### config.mk
export PLATFORM = sky130hd
export DESIGN_NAME = shf_cc_shifter
export DESIGN_NICKNAME = d
export VERILOG_FILES = /design/src/rtl/shf_pkg.sv /design/src/rtl/shf_reverse.sv /design/src/rtl/shf_barrel.sv /design/src/rtl/shf_flags.sv /design/src/rtl/shf_cc_shifter.sv
export SDC_FILE = /design/constraint.sdc
export NUM_CORES = 1
export LEC_CHECK = 0
export ABC_CLOCK_PERIOD_IN_PS = 6690
export BUFFER_PORTS_ARGS = -buffer_cell sky130_fd_sc_hd__buf_2
export CORE_AREA = 2 2 88 90
export DETAILED_ROUTE_END_ITERATION = 6
export DIE_AREA = 0 0 90 92
export GPL_TIMING_DRIVEN = 0
export PLACE_DENSITY = 0.67
export SYNTH_ARGS = -nofsm -noshare
export SYNTH_HDL_FRONTEND = slang
export SYNTH_SLANG_ARGS = --single-unit
### constraint.sdc
create_clock -name vclk -period 6.69
set_input_delay 2.007 -clock vclk [all_inputs]
set_output_delay 2.007 -clock vclk [all_outputs]
set_load 0.03 [all_outputs]
### src/rtl/shf_pkg.sv
package shf_pkg;

  // Shift kind: bit 1 picks the right direction, bit 0 picks sign fill (right only)
  typedef enum logic [1:0] {
    SHF_LSL     = 2'b00,
    SHF_LSL_ALT = 2'b01,
    SHF_LSR     = 2'b10,
    SHF_ASR     = 2'b11
  } shf_kind_e;

  function automatic logic kind_is_right(input logic [1:0] k);
    return k[1];
  endfunction

  function automatic logic kind_is_arith(input logic [1:0] k);
    return k[1] & k[0];
  endfunction

endpackage

### src/rtl/shf_reverse.sv
module shf_reverse #(
  parameter int W = 32
) (
  input  logic [W-1:0] din_i,
  output logic [W-1:0] dout_o
);

  for (genvar b = 0; b < W; b++) begin : g_bit
    assign dout_o[b] = din_i[W-1-b];
  end

endmodule

### src/rtl/shf_barrel.sv
// Right-shifting log barrel over a window {fill x W, data, guard}.
// After the shift, bits [W:1] hold the result and bit 0 holds the last bit out.
module shf_barrel #(
  parameter int DATA_W = 32,
  parameter int CNT_W  = 6
) (
  input  logic [DATA_W-1:0] data_i,
  input  logic              fill_i,
  input  logic [CNT_W-1:0]  amt_i,
  output logic [DATA_W-1:0] res_o,
  output logic              last_o
);

  localparam int WIN_W = 2 * DATA_W + 1;

  logic [WIN_W-1:0] stg [0:CNT_W];

  assign stg[0] = {{DATA_W{fill_i}}, data_i, 1'b0};

  for (genvar k = 0; k < CNT_W; k++) begin : g_stage
    localparam int SH = 1 << k;
    logic [WIN_W-1:0] moved;
    assign moved      = {{SH{fill_i}}, stg[k][WIN_W-1:SH]};
    assign stg[k+1]   = amt_i[k] ? moved : stg[k];
  end

  assign res_o  = stg[CNT_W][DATA_W:1];
  assign last_o = stg[CNT_W][0];

endmodule

### src/rtl/shf_flags.sv
module shf_flags #(
  parameter int DATA_W = 32,
  parameter int CNT_W  = 6
) (
  input  logic [DATA_W-1:0] opnd_i,
  input  logic [CNT_W-1:0]  count_i,
  input  logic              carry_i,
  input  logic [DATA_W-1:0] core_res_i,
  input  logic              core_out_i,
  output logic [DATA_W-1:0] result_o,
  output logic              carry_o,
  output logic              extend_o,
  output logic              neg_o,
  output logic              zero_o
);

  logic no_shift;

  always_comb begin
    no_shift = (count_i == '0);
    if (no_shift) begin
      result_o = opnd_i;
      carry_o  = carry_i;
    end else begin
      result_o = core_res_i;
      carry_o  = core_out_i;
    end
    extend_o = carry_o;
    neg_o    = result_o[DATA_W-1];
    zero_o   = ~|result_o;
  end

endmodule

### src/rtl/shf_cc_shifter.sv
module shf_cc_shifter #(
  parameter int DATA_W = 32,
  parameter int CNT_W  = 6
) (
  input  logic [DATA_W-1:0] opnd_i,
  input  logic [CNT_W-1:0]  count_i,
  input  logic [1:0]        kind_i,
  input  logic              carry_i,
  output logic [DATA_W-1:0] result_o,
  output logic              carry_o,
  output logic              extend_o,
  output logic              neg_o,
  output logic              zero_o
);

  import shf_pkg::*;

  logic              go_right;
  logic              fill_bit;
  logic [DATA_W-1:0] opnd_rev;
  logic [DATA_W-1:0] core_in;
  logic [DATA_W-1:0] core_res;
  logic [DATA_W-1:0] core_res_rev;
  logic [DATA_W-1:0] core_final;
  logic              core_out;

  assign go_right = kind_is_right(kind_i);
  assign fill_bit = kind_is_arith(kind_i) & opnd_i[DATA_W-1];

  // A left shift runs through the right barrel with the bits mirrored
  shf_reverse #(.W(DATA_W)) rev_in_i (
    .din_i  (opnd_i),
    .dout_o (opnd_rev)
  );

  assign core_in = go_right ? opnd_i : opnd_rev;

  shf_barrel #(.DATA_W(DATA_W), .CNT_W(CNT_W)) barrel_i (
    .data_i (core_in),
    .fill_i (fill_bit),
    .amt_i  (count_i),
    .res_o  (core_res),
    .last_o (core_out)
  );

  shf_reverse #(.W(DATA_W)) rev_out_i (
    .din_i  (core_res),
    .dout_o (core_res_rev)
  );

  assign core_final = go_right ? core_res : core_res_rev;

  shf_flags #(.DATA_W(DATA_W), .CNT_W(CNT_W)) flags_i (
    .opnd_i     (opnd_i),
    .count_i    (count_i),
    .carry_i    (carry_i),
    .core_res_i (core_final),
    .core_out_i (core_out),
    .result_o   (result_o),
    .carry_o    (carry_o),
    .extend_o   (extend_o),
    .neg_o      (neg_o),
    .zero_o     (zero_o)
  );

endmodule

[After elaboration in Yosys (flattened, before gate mapping)]
Cells that the tools add are included.
Word-level totals
  register bits: 0
  output and inout port bits: 36
  bits of input ports: 41
  word-level logic and storage cells: 15
Operators by class
  bitwise gates (word level): 2
  muxes and demuxes: 10
  reduce and logical (&&, ||, !) cells: 3
Operators by type and width (number)
  $mux 33: 6
  $mux 32: 3
  $reduce_or 32->1: 1
  $logic_not 6->1: 1
  $and 1x1->1: 2
  $logic_not 1->1: 1
  $mux 1: 1

[Logic depth before layout (Yosys ltp)]
Gate-level depths: netlist (run 1).
  depth after elaboration: 12
  gate-level depth with buffers: 14

[Hierarchy]
Synthesis (run 1) repeated with hierarchy kept, for this count alone.
Unflattened totals
  cells, all modules: 489
  area, all modules: 4410.5 µm²
By module, submodules not included
  shf_barrel: seq. area each 0.0 µm², area each 2353.5 µm², times used 1, cells each 289
  shf_cc_shifter: seq. area each 0.0 µm², area each 983.4 µm², times used 1, cells each 72
  shf_flags: seq. area each 0.0 µm², area each 593.1 µm², times used 1, cells each 64
  shf_reverse: seq. area each 0.0 µm², area each 240.2 µm², times used 2, cells each 32

[Worst setup path after synthesis (run 1)]
Ideal clock, no wire load.
  path type: input port to output port
  from: input port count_i[0]
  to: output port zero_o
  stages on the path: 9
  required time: 4683 ps
  setup slack: -335 ps
  arrival time: 5018 ps
  path through: buf_2 > buf_1 > mux4_2 > mux4_2 > a32o_1 > o32a_1 > a2111oi_2 > nand4_1 > nor3_2
On the way
  cells in the longest elaborated chain, start to end: 10
  elaborated cells on any way between the ends: 11
  those cells by class: mux: 8; reduce/logical: 3
Ends and longest elaborated chain
  start: declaration: line shf_cc_shifter.sv:6  | input logic [CNT_W-1:0] count_i,
  $mux 33 (6 in series): line shf_barrel.sv:24  | assign stg[k+1] = amt_i[k] ? moved : stg[k];
  $mux 32: line shf_cc_shifter.sv:51  | assign core_final = go_right ? core_res : core_res_rev;
  $mux 32 (*): line shf_flags.sv:21  | if (no_shift) begin
  named net result_o[8]: line shf_cc_shifter.sv:9  | output logic [DATA_W-1:0] result_o,
  $reduce_or 32->1 (*): line shf_flags.sv:30  | zero_o = ~|result_o;
  $logic_not 1->1 (*): line shf_flags.sv:30
  end: declaration: line shf_cc_shifter.sv:13  | output logic zero_o
Mark *: on every way through the listed nets, which the timed path passes. The rest lies on a longest branch.

[Worst setup path in the final report (run 1)]
  from: input port count_i[1]
  to: output port zero_o
On the way
  cells in the longest elaborated chain, start to end: 9
  elaborated cells on any way between the ends: 10
  those cells by class: mux: 7; reduce/logical: 3
Ends and longest elaborated chain (line)
  $mux 33 (5 in series): shf_barrel.sv:24
  $mux 32: shf_cc_shifter.sv:51
  $mux 32 (*): shf_flags.sv:21
  $reduce_or 32->1 (*): shf_flags.sv:30
  $logic_not 1->1 (*): shf_flags.sv:30
Mark *: on every way between the ends. The rest lies on a longest branch, timed or not.

==> impl_metrics.yaml, run 1 <==
power_and_ir_drop:
  power_density_nw_per_um2: 105
  power.leakage_nw: 1.56
  max-vdd-ir-drop_mv: 0.0359
timing:
  worst_slack_ps: -222
  fin_crit_sh_pct: 103
  hold_violations: 0
  setup_viol: 1
  worst_pin_slew_ps: 773
  relSlewSlack_pct: 48.3
  max_freq_ghz: 0.145
  rsz0062_at_grt: "true"
  fin_crit_ps: 6910
  maxSlewViolCount: 0
logic_synthesis:
  yosys.area_share.adder_pct: 0
  ys_seq_area_share_pct: 0
  yosys_warnings: 0
  syn-num-nets: 440
  synthDistinctLibCells: 65
  yosys-mux-area-fraction_pct: 43.7
  netlist_area_um2: 3130
  syn_avg_cell_area_um2: 7.84
  syn_inst: 399
  synth-xor-area-share_pct: 0.280
  yosys.area.top_type: "mux4_2"
  synthTopCellsByArea: "mux4_2, mux2_2, mux2i_1, nor2_1, nand2_1"
  yosys.area_share.simple_pct: 22.0
  synth_top_area_share_pct: 20.2
  synth-compound-area-share_pct: 26.4
  synth_top_family_by_area: "multiplexers"
placement:
  gp_congestion: 1.06
  port_buffers: 73
  placed_cell_area_um2: 3730
  dp.final_hpwl_mm: 10.9
  pre_cts_ws_ps: -621
finish:
  fin_area_um2: 3930
  nFlopsAndLatches: 0
  drive_gt1_share_pct: 41.1
  final_nets: 522
  regArea_um2: 0
  diodes: 0
  area_growth_pct: 25.6
  clock_buffers: 0
  n_fill_cell: 784
global_routing:
  grt_max_degree: 11
  grt_usage_pct: 31.7
  grt_pass1_vias: 3771
  gr-total-overflow: 0
  grt_pass1_wl_mm: 21.1
  antenna_found_initial: 0
floorplanning:
  start_util_pct: 42.0
  rows: 32
  die_area_um2: 8280
  core_region_area_um2: 7450
  die_y_um: 92
  pin_count: 77
  die-width_um: 90
status:
  violations: "negative setup slack"
  outcome: "finished with violations"
detailed_routing:
  post_drt_via_cell_ratio: 6.82
  route.detailed.drc: 0
  dr.pass1.iters: 6
  first_iter_violations: 399
  wl_per_cell_um: 23.3
  wl_mm: 13.6
  vias: 3961
  detail-route-antenna-nets: 0
worst_setup_path:
  arrival_ps: 4900
  worstPathMaxFanout: 10
  worst_setup_path_end_kind: "output port"
  start_kind: "input port"
  worst_ep_required_time_ps: 4680
  crit_type: "input port to output port"
run:
  cap_violations: 0
min_path:
  hp-class: "input port to output port"
-- path summary, 6_finish.rpt --
check	depth (start not counted)	startpoint	end
setup / recovery	12	count_i[1]	zero_o
hold / removal	4	opnd_i[0]	result_o[0]
-- cells by family after synthesis --
family / after synthesis
xor+xnor: 1
mux: 87
buf+inv: 51
compound gates: 114
simple gates: 146
-- Yosys cell counts (5+ instances only) --
cell,number
mux2i_1,21
a21oi_1,17
nand3_1,8
a31oi_1,5
mux2_1,5
o22ai_1,6
buf_1,8
nor2_1,44
mux2_2,24
nand2_1,43
inv_1,8
o32a_1,8
mux4_2,28
mux4_1,6
a211oi_1,6
o211ai_1,11
or2_2,6
o21ai_0,13
nand4_1,6
nor3_1,14
clkbuf_1,22
o21ai_1,7
o31ai_1,5
and2_1,5
-- critical path, stage by stage --
cell,delay [ps]
buf_2,120
buf_2,310
clkbuf_2,370
mux4_2,560
a21oi_1,270
o211ai_1,190
a21oi_1,250
mux2i_1,130
nor4_1,200
nand4_1,170
nor3_4,160
buf_6,150
-- metal layers --
metal  global-route usage, %  vias to the layer above  part of all wire, %
li1                        -                     1751                    -
met1                    40.5                     1859                   39
met2                    52.9                      290                   46
met3                    3.78                       61                  8.8
met4                    16.0                        0                  6.0
met5                       0                        -                    0
-- cells in the final DEF (no fill, tap or decap), types with 4 or more instances in the layout --
cell	netlist	routed
clkbuf_1	22	18
clkbuf_2	0	4
and2_1	5	5
o32a_1	8	5
buf_2	4	77
mux4_1	6	5
o22ai_1	6	6
o21ai_0	13	13
nor3_1	14	12
o21ai_1	7	7
mux4_2	28	29
mux2i_1	21	14
o211ai_1	11	11
a21oi_1	17	16
a31oi_1	5	4
nand3_1	8	8
nand4_1	6	6
a211oi_1	6	4
mux2_1	5	5
nand2b_1	4	4
mux2_2	24	23
mux2i_2	2	7
nor2_1	44	44
or2_2	6	6
inv_1	8	8
buf_6	2	4
buf_4	2	11
nand2_1	43	42
-- through the flow --
stage          power, W  TNS (ps)  util (%)  hold WS, ps  instances
6_report       0.000411      -222      52.8         4480        581
5_1_grt        0.000432      -351      52.8         4500        581
4_1_cts        0.000396      -178      52.2         4480        579
3_5_place_dp   0.000375      -794      50.1         4480        574
3_3_place_gp   0.000374      -672      50.1         4470        574
2_1_floorplan  0.000269         0         -         4200        399
-- cell type report --
| cell class | count | area (um2) | share of cell area (%) |
|---|---|---|---|
| plain buffers | 40 | 246 | 6.27 |
| inverters | 11 | 41.3 | 1.05 |
| multi-input cells | 348 | 3090 | 78.6 |
| well taps | 102 | 128 | 3.25 |
| repair buffers | 80 | 424 | 10.8 |
-- what timing repair did --
item,4_1_cts,5_1_grt
gates resized for setup,31,10
buffers inserted,5,2
pin swaps,4,2
hold buffers,0,0
endpoints found under the setup margin,4,10
endpoints found under the hold margin,0,0
-- where the power goes --
part	switching [W]	internal [W]	total [W]	leakage (nW)
clock	0	0	0	0
combinational	0.000249	0.000162	0.000411	1.56
sequential	0	0	0	0
total	0.000249	0.000162	0.000411	1.56
(Power assumes the default switching activity.)
==> inputs of run 2 (changes only) <==
--- a/config.mk
+++ b/config.mk
@@ -11,7 +11,9 @@
 export DETAILED_ROUTE_END_ITERATION = 6
 export DIE_AREA = 0 0 90 92
 export GPL_TIMING_DRIVEN = 0
+export MAX_ROUTING_LAYER = met4
 export PLACE_DENSITY = 0.67
+export SETUP_SLACK_MARGIN = 0.1
 export SYNTH_ARGS = -nofsm -noshare
 export SYNTH_HDL_FRONTEND = slang
 export SYNTH_SLANG_ARGS = --single-unit
==> impl_metrics.yaml, run 2 (same netlist as run 1, synthesis figures left out) <==
status:
  outcome: "finished with violations"
  violations: "negative setup slack"
detailed_routing:
  detail-route-antenna-nets: 0
  vias: 3921
  route.detailed.drc: 0
  first_iter_violations: 386
  post_drt_via_cell_ratio: 6.74
  wl_per_cell_um: 24.0
  dr.pass1.iters: 5
  wl_mm: 14.0
floorplanning:
  die_area_um2: 8280
  rows: 32
  pin_count: 77
  start_util_pct: 42.0
  die-width_um: 90
  die_y_um: 92
  core_region_area_um2: 7450
worst_setup_path:
  cp.buffers_inverters: 3
  start_kind: "input port"
  worstPathMaxFanout: 10
  cp_common_cell: "mux4_2"
  cpMaxStageDelayCell: "mux4_2"
  cp_top_family: "multiplexers"
  slowest_delay_ps: 550
  worst_ep_required_time_ps: 4680
  crit_type: "input port to output port"
  path_cells: "buf_16 > buf_12 > mux4_2 > mux2_2 > mux4_2 > mux2i_2 > nor3_1 > a31o_2 > nor4_4 > nand4_1 > nor3_4 > buf_6"
  arrival_ps: 4920
  cp_num_cells: 12
  worst_setup_path_end_kind: "output port"
power_and_ir_drop:
  power.leakage_nw: 1.58
  power_density_nw_per_um2: 106
  max-vdd-ir-drop_mv: 0.0545
global_routing:
  grt_pass1_wl_mm: 21.5
  antenna_found_initial: 0
  grt_pass1_vias: 3664
  grt_max_degree: 11
  gr-total-overflow: 0
  grt_usage_pct: 34.1
timing:
  relSlewSlack_pct: 46.4
  max_freq_ghz: 0.144
  setup_viol: 1
  worst_pin_slew_ps: 801
  timing.hold.ws_ps: 4470
  worst_slack_ps: -234
  hold_violations: 0
  finalSetupTns_ps: -234
  rsz0062_at_grt: "true"
  fin_crit_sh_pct: 103
  fin_crit_ps: 6920
  maxSlewViolCount: 0
placement:
  pre_cts_ws_ps: -883
  dp_cells: 574
  port_buffers: 73
  dp.final_hpwl_mm: 11.4
  gp_congestion: 0.998
min_path:
  hp-class: "input port to output port"
  hold_path_end: "carry_o"
  hp-start: "carry_i"
  hold_depth: 4
finish:
  layout_common_cells: "buf_2, nor2_1, nand2_1, mux4_2, mux2_2"
  diodes: 0
  final_nets: 523
  drive_gt1_share_pct: 42.7
  regArea_um2: 0
  nFlopsAndLatches: 0
  area_growth_pct: 27.2
  final_cells: 582
  layout_commonest_cell: "buf_2"
  utilization_pct: 53.4
  n_fill_cell: 742
  clock_buffers: 0
run:
  cap_violations: 0
run 2: cell count changes in the layout (fill, tap and decap cells not counted), moves of 2 or more:
cell      before  now
mux4_2        29   31
buf_4         11   14
o21ai_2        0    2
mux4_1         5    3
a211oi_2       2    4
mux2i_4        2    5
mux2i_2        7    4
buf_6          4    1
a211oi_1       4    2
run 2: through the flow:
stage	total power (W)	instance area (um2)
global placement	0.000382	3740
global route	0.000443	3980
CTS	0.000407	3930
floorplan	0.000270	3250
detailed placement	0.000381	3740
finish	0.000420	3980
run 2: cell type report:
type / count / area (um2) / share of cell area [%]
multi-input cells: 348 / 3120 / 78.4
well taps: 102 / 128 / 3.21
inverters: 11 / 41.3 / 1.04
plain buffers: 40 / 260 / 6.54
repair buffers: 81 / 432 / 10.8
run 2: repair_timing:
action | CTS | global route
setup endpoints to repair | 12 | 9
gates resized for setup | 38 | 13
setup buffers | 7 | 1
endpoints found under the hold margin | 0 | 0
pin swaps | 6 | 3
hold buffers | 0 | 0
run 2: where the power goes:
part	internal (W)	switching (W)	leakage [nW]
Clock	0	0	0
Combinational	0.000165	0.000255	1.58
Sequential	0	0	0
run 2: worst max path at each step:
| stage | slack [ps] | endpoint | start |
|---|---|---|---|
| after floorplan | 20 | zero_o | kind_i[1] |
| after global placement | -840 | zero_o | count_i[1] |
| after detailed placement | -880 | zero_o | count_i[1] |
| after CTS | -200 | zero_o | kind_i[1] |
| after global routing | -340 | zero_o | kind_i[1] |
| final | -230 | zero_o | kind_i[1] |
run 2: per-layer routing:
| metal | vias up | part of all wire [%] | wire length, um | global-route usage (%) |
|---|---|---|---|---|
| li1 | 1757 | - | - | - |
| met1 | 1893 | 40 | 5660 | 43.2 |
| met2 | 237 | 47 | 6630 | 56.1 |
| met3 | 34 | 7.5 | 1050 | 3.86 |
| met4 | 0 | 4.6 | 637 | 14.0 |
| met5 | - | 0 | 0 | - |
==> inputs of run 3 (changes only) <==
--- a/config.mk
+++ b/config.mk
@@ -7,12 +7,14 @@
 export LEC_CHECK = 0
 export ABC_CLOCK_PERIOD_IN_PS = 6690
 export BUFFER_PORTS_ARGS = -buffer_cell sky130_fd_sc_hd__buf_2
-export CORE_AREA = 2 2 88 90
+export CELL_PAD_IN_SITES_DETAIL_PLACEMENT = 0
+export CELL_PAD_IN_SITES_GLOBAL_PLACEMENT = 2
+export CORE_AREA = 2 2 107 109
 export DETAILED_ROUTE_END_ITERATION = 6
-export DIE_AREA = 0 0 90 92
+export DIE_AREA = 0 0 109 111
 export GPL_TIMING_DRIVEN = 0
 export MAX_ROUTING_LAYER = met4
-export PLACE_DENSITY = 0.67
+export PLACE_DENSITY = 0.77
 export SETUP_SLACK_MARGIN = 0.1
 export SYNTH_ARGS = -nofsm -noshare
 export SYNTH_HDL_FRONTEND = slang
==> impl_metrics.yaml, run 3 (same netlist as run 1, synthesis figures left out) <==
finish:
  drive_gt1_share_pct: 42.0
  utilization_pct: 36.2
  layout_common_cells: "buf_2, nand2_1, nor2_1, mux4_2, mux2_2"
  nFlopsAndLatches: 0
  area_growth_pct: 28.1
  layout_commonest_cell: "buf_2"
  diodes: 0
  regArea_um2: 0
  clock_buffers: 0
  final_nets: 519
  n_fill_cell: 1182
timing:
  setup_viol: 1
  fin_crit_ps: 7030
  fin_crit_sh_pct: 105
  worst_slack_ps: -343
  hold_violations: 0
  rsz0062_at_grt: "true"
  relSlewSlack_pct: 49.5
  worst_pin_slew_ps: 748
  max_freq_ghz: 0.142
  maxSlewViolCount: 0
placement:
  gp_congestion: 0.963
  pre_cts_ws_ps: -794
  dp.final_hpwl_mm: 12.4
  port_buffers: 73
power_and_ir_drop:
  swShare_pct: 61.7
  power.leakage_nw: 1.58
  max-vdd-ir-drop_mv: 0.0408
  netSwitchingPower_w: 0.000258
  power_density_nw_per_um2: 104
  internal_power_w: 0.000160
  seq_power_share_pct: 0
  pwr-share-clk_pct: 0
  power_frac_comb_pct: 100.0
detailed_routing:
  wl_mm: 15.2
  detail-route-antenna-nets: 0
  post_drt_via_cell_ratio: 6.20
  dr.pass1.iters: 5
  route.detailed.drc: 0
  first_iter_violations: 347
  vias: 3836
  wl_per_cell_um: 24.5
worst_setup_path:
  worst_ep_required_time_ps: 4680
  arrival_ps: 5030
  worst_setup_path_end_kind: "output port"
  crit_type: "input port to output port"
  start_kind: "input port"
  worstPathMaxFanout: 10
floorplanning:
  die_area_um2: 12100
  core_region_area_um2: 11100
  die_y_um: 111
  pin_count: 77
  die-width_um: 109
  start_util_pct: 28.2
  rows: 39
global_routing:
  grt_max_degree: 11
  antenna_found_initial: 0
  grt_pass1_vias: 3627
  grt_pass1_wl_mm: 22.5
  gr-total-overflow: 0
  grt_usage_pct: 25.0
min_path:
  hp-start: "carry_i"
  hp-class: "input port to output port"
  hold_path_end: "carry_o"
  hold_depth: 4
run:
  cap_violations: 0
status:
  outcome: "finished with violations"
  violations: "negative setup slack"
clock_network:
  holdBufCountCts: 0
[run 3: routing by layer]
| layer | vias to the layer above | wire, um | track usage (%) | share of wire [%] |
|---|---|---|---|---|
| met5 | - | 0 | - | 0 |
| met2 | 198 | 7080 | 40.4 | 47 |
| met4 | 0 | 507 | 5.90 | 3.3 |
| li1 | 1741 | - | - | - |
| met3 | 31 | 825 | 1.23 | 5.4 |
| met1 | 1866 | 6780 | 34.3 | 45 |
[run 3: final cells by class]
class                           instances  area (um2)  share of cell area [%]
Inverter                               11        41.3                    1.03
Timing Repair Buffer                   77         402                    10.0
Tap cell                              143         179                    4.47
Buffer                                 40         260                    6.50
Multi-Input combinational cell        348        3120                    78.0
[run 3: worst max-delay path by stage]
| stage | startpoint | endpoint | slack [ps] |
|---|---|---|---|
| 6_report | count_i[2] | zero_o | -340 |
| 5_1_grt | count_i[3] | zero_o | -350 |
| 4_1_cts | kind_i[1] | zero_o | -270 |
| 3_5_place_dp | count_i[2] | zero_o | -790 |
| 3_3_place_gp | count_i[2] | zero_o | -850 |
| 2_1_floorplan | kind_i[1] | zero_o | 20 |
[run 3: through the flow]
stage          hold WS (ps)  TNS, ps  area (um2)  power [W]  instances
6_report               4470     -343        4010   0.000418        619
5_1_grt                4520     -346        4010   0.000440        619
4_1_cts                4480     -269        3920   0.000403        618
3_5_place_dp           4480    -1420        3790   0.000388        615
3_3_place_gp           4460    -1990        3790   0.000391        615
2_1_floorplan          4200        0        3250   0.000270        399
[run 3: repair_timing]
action	4_1_cts	5_1_grt
resized for setup	34	19
buffers inserted	3	1
setup endpoints to repair	18	8
pin swaps	3	3
[run 3: worst max-delay path: stages]
cell	delay, ps
buf_2	190
clkbuf_1	490
nand2_1	400
o211ai_1	540
nor2_1	140
a221o_1	420
a2111oi_2	330
nand4_1	200
nor3_4	160
buf_6	150
[run 3: power by group through the flow]
stage / sequential (W) / combinational [W] / clock (W)
6_report: 0 / 0.000418 / 0
5_1_grt: 0 / 0.000440 / 0
4_1_cts: 0 / 0.000403 / 0
3_5_place_dp: 0 / 0.000388 / 0
3_3_place_gp: 0 / 0.000390 / 0
2_1_floorplan: 0 / 0.000270 / 0
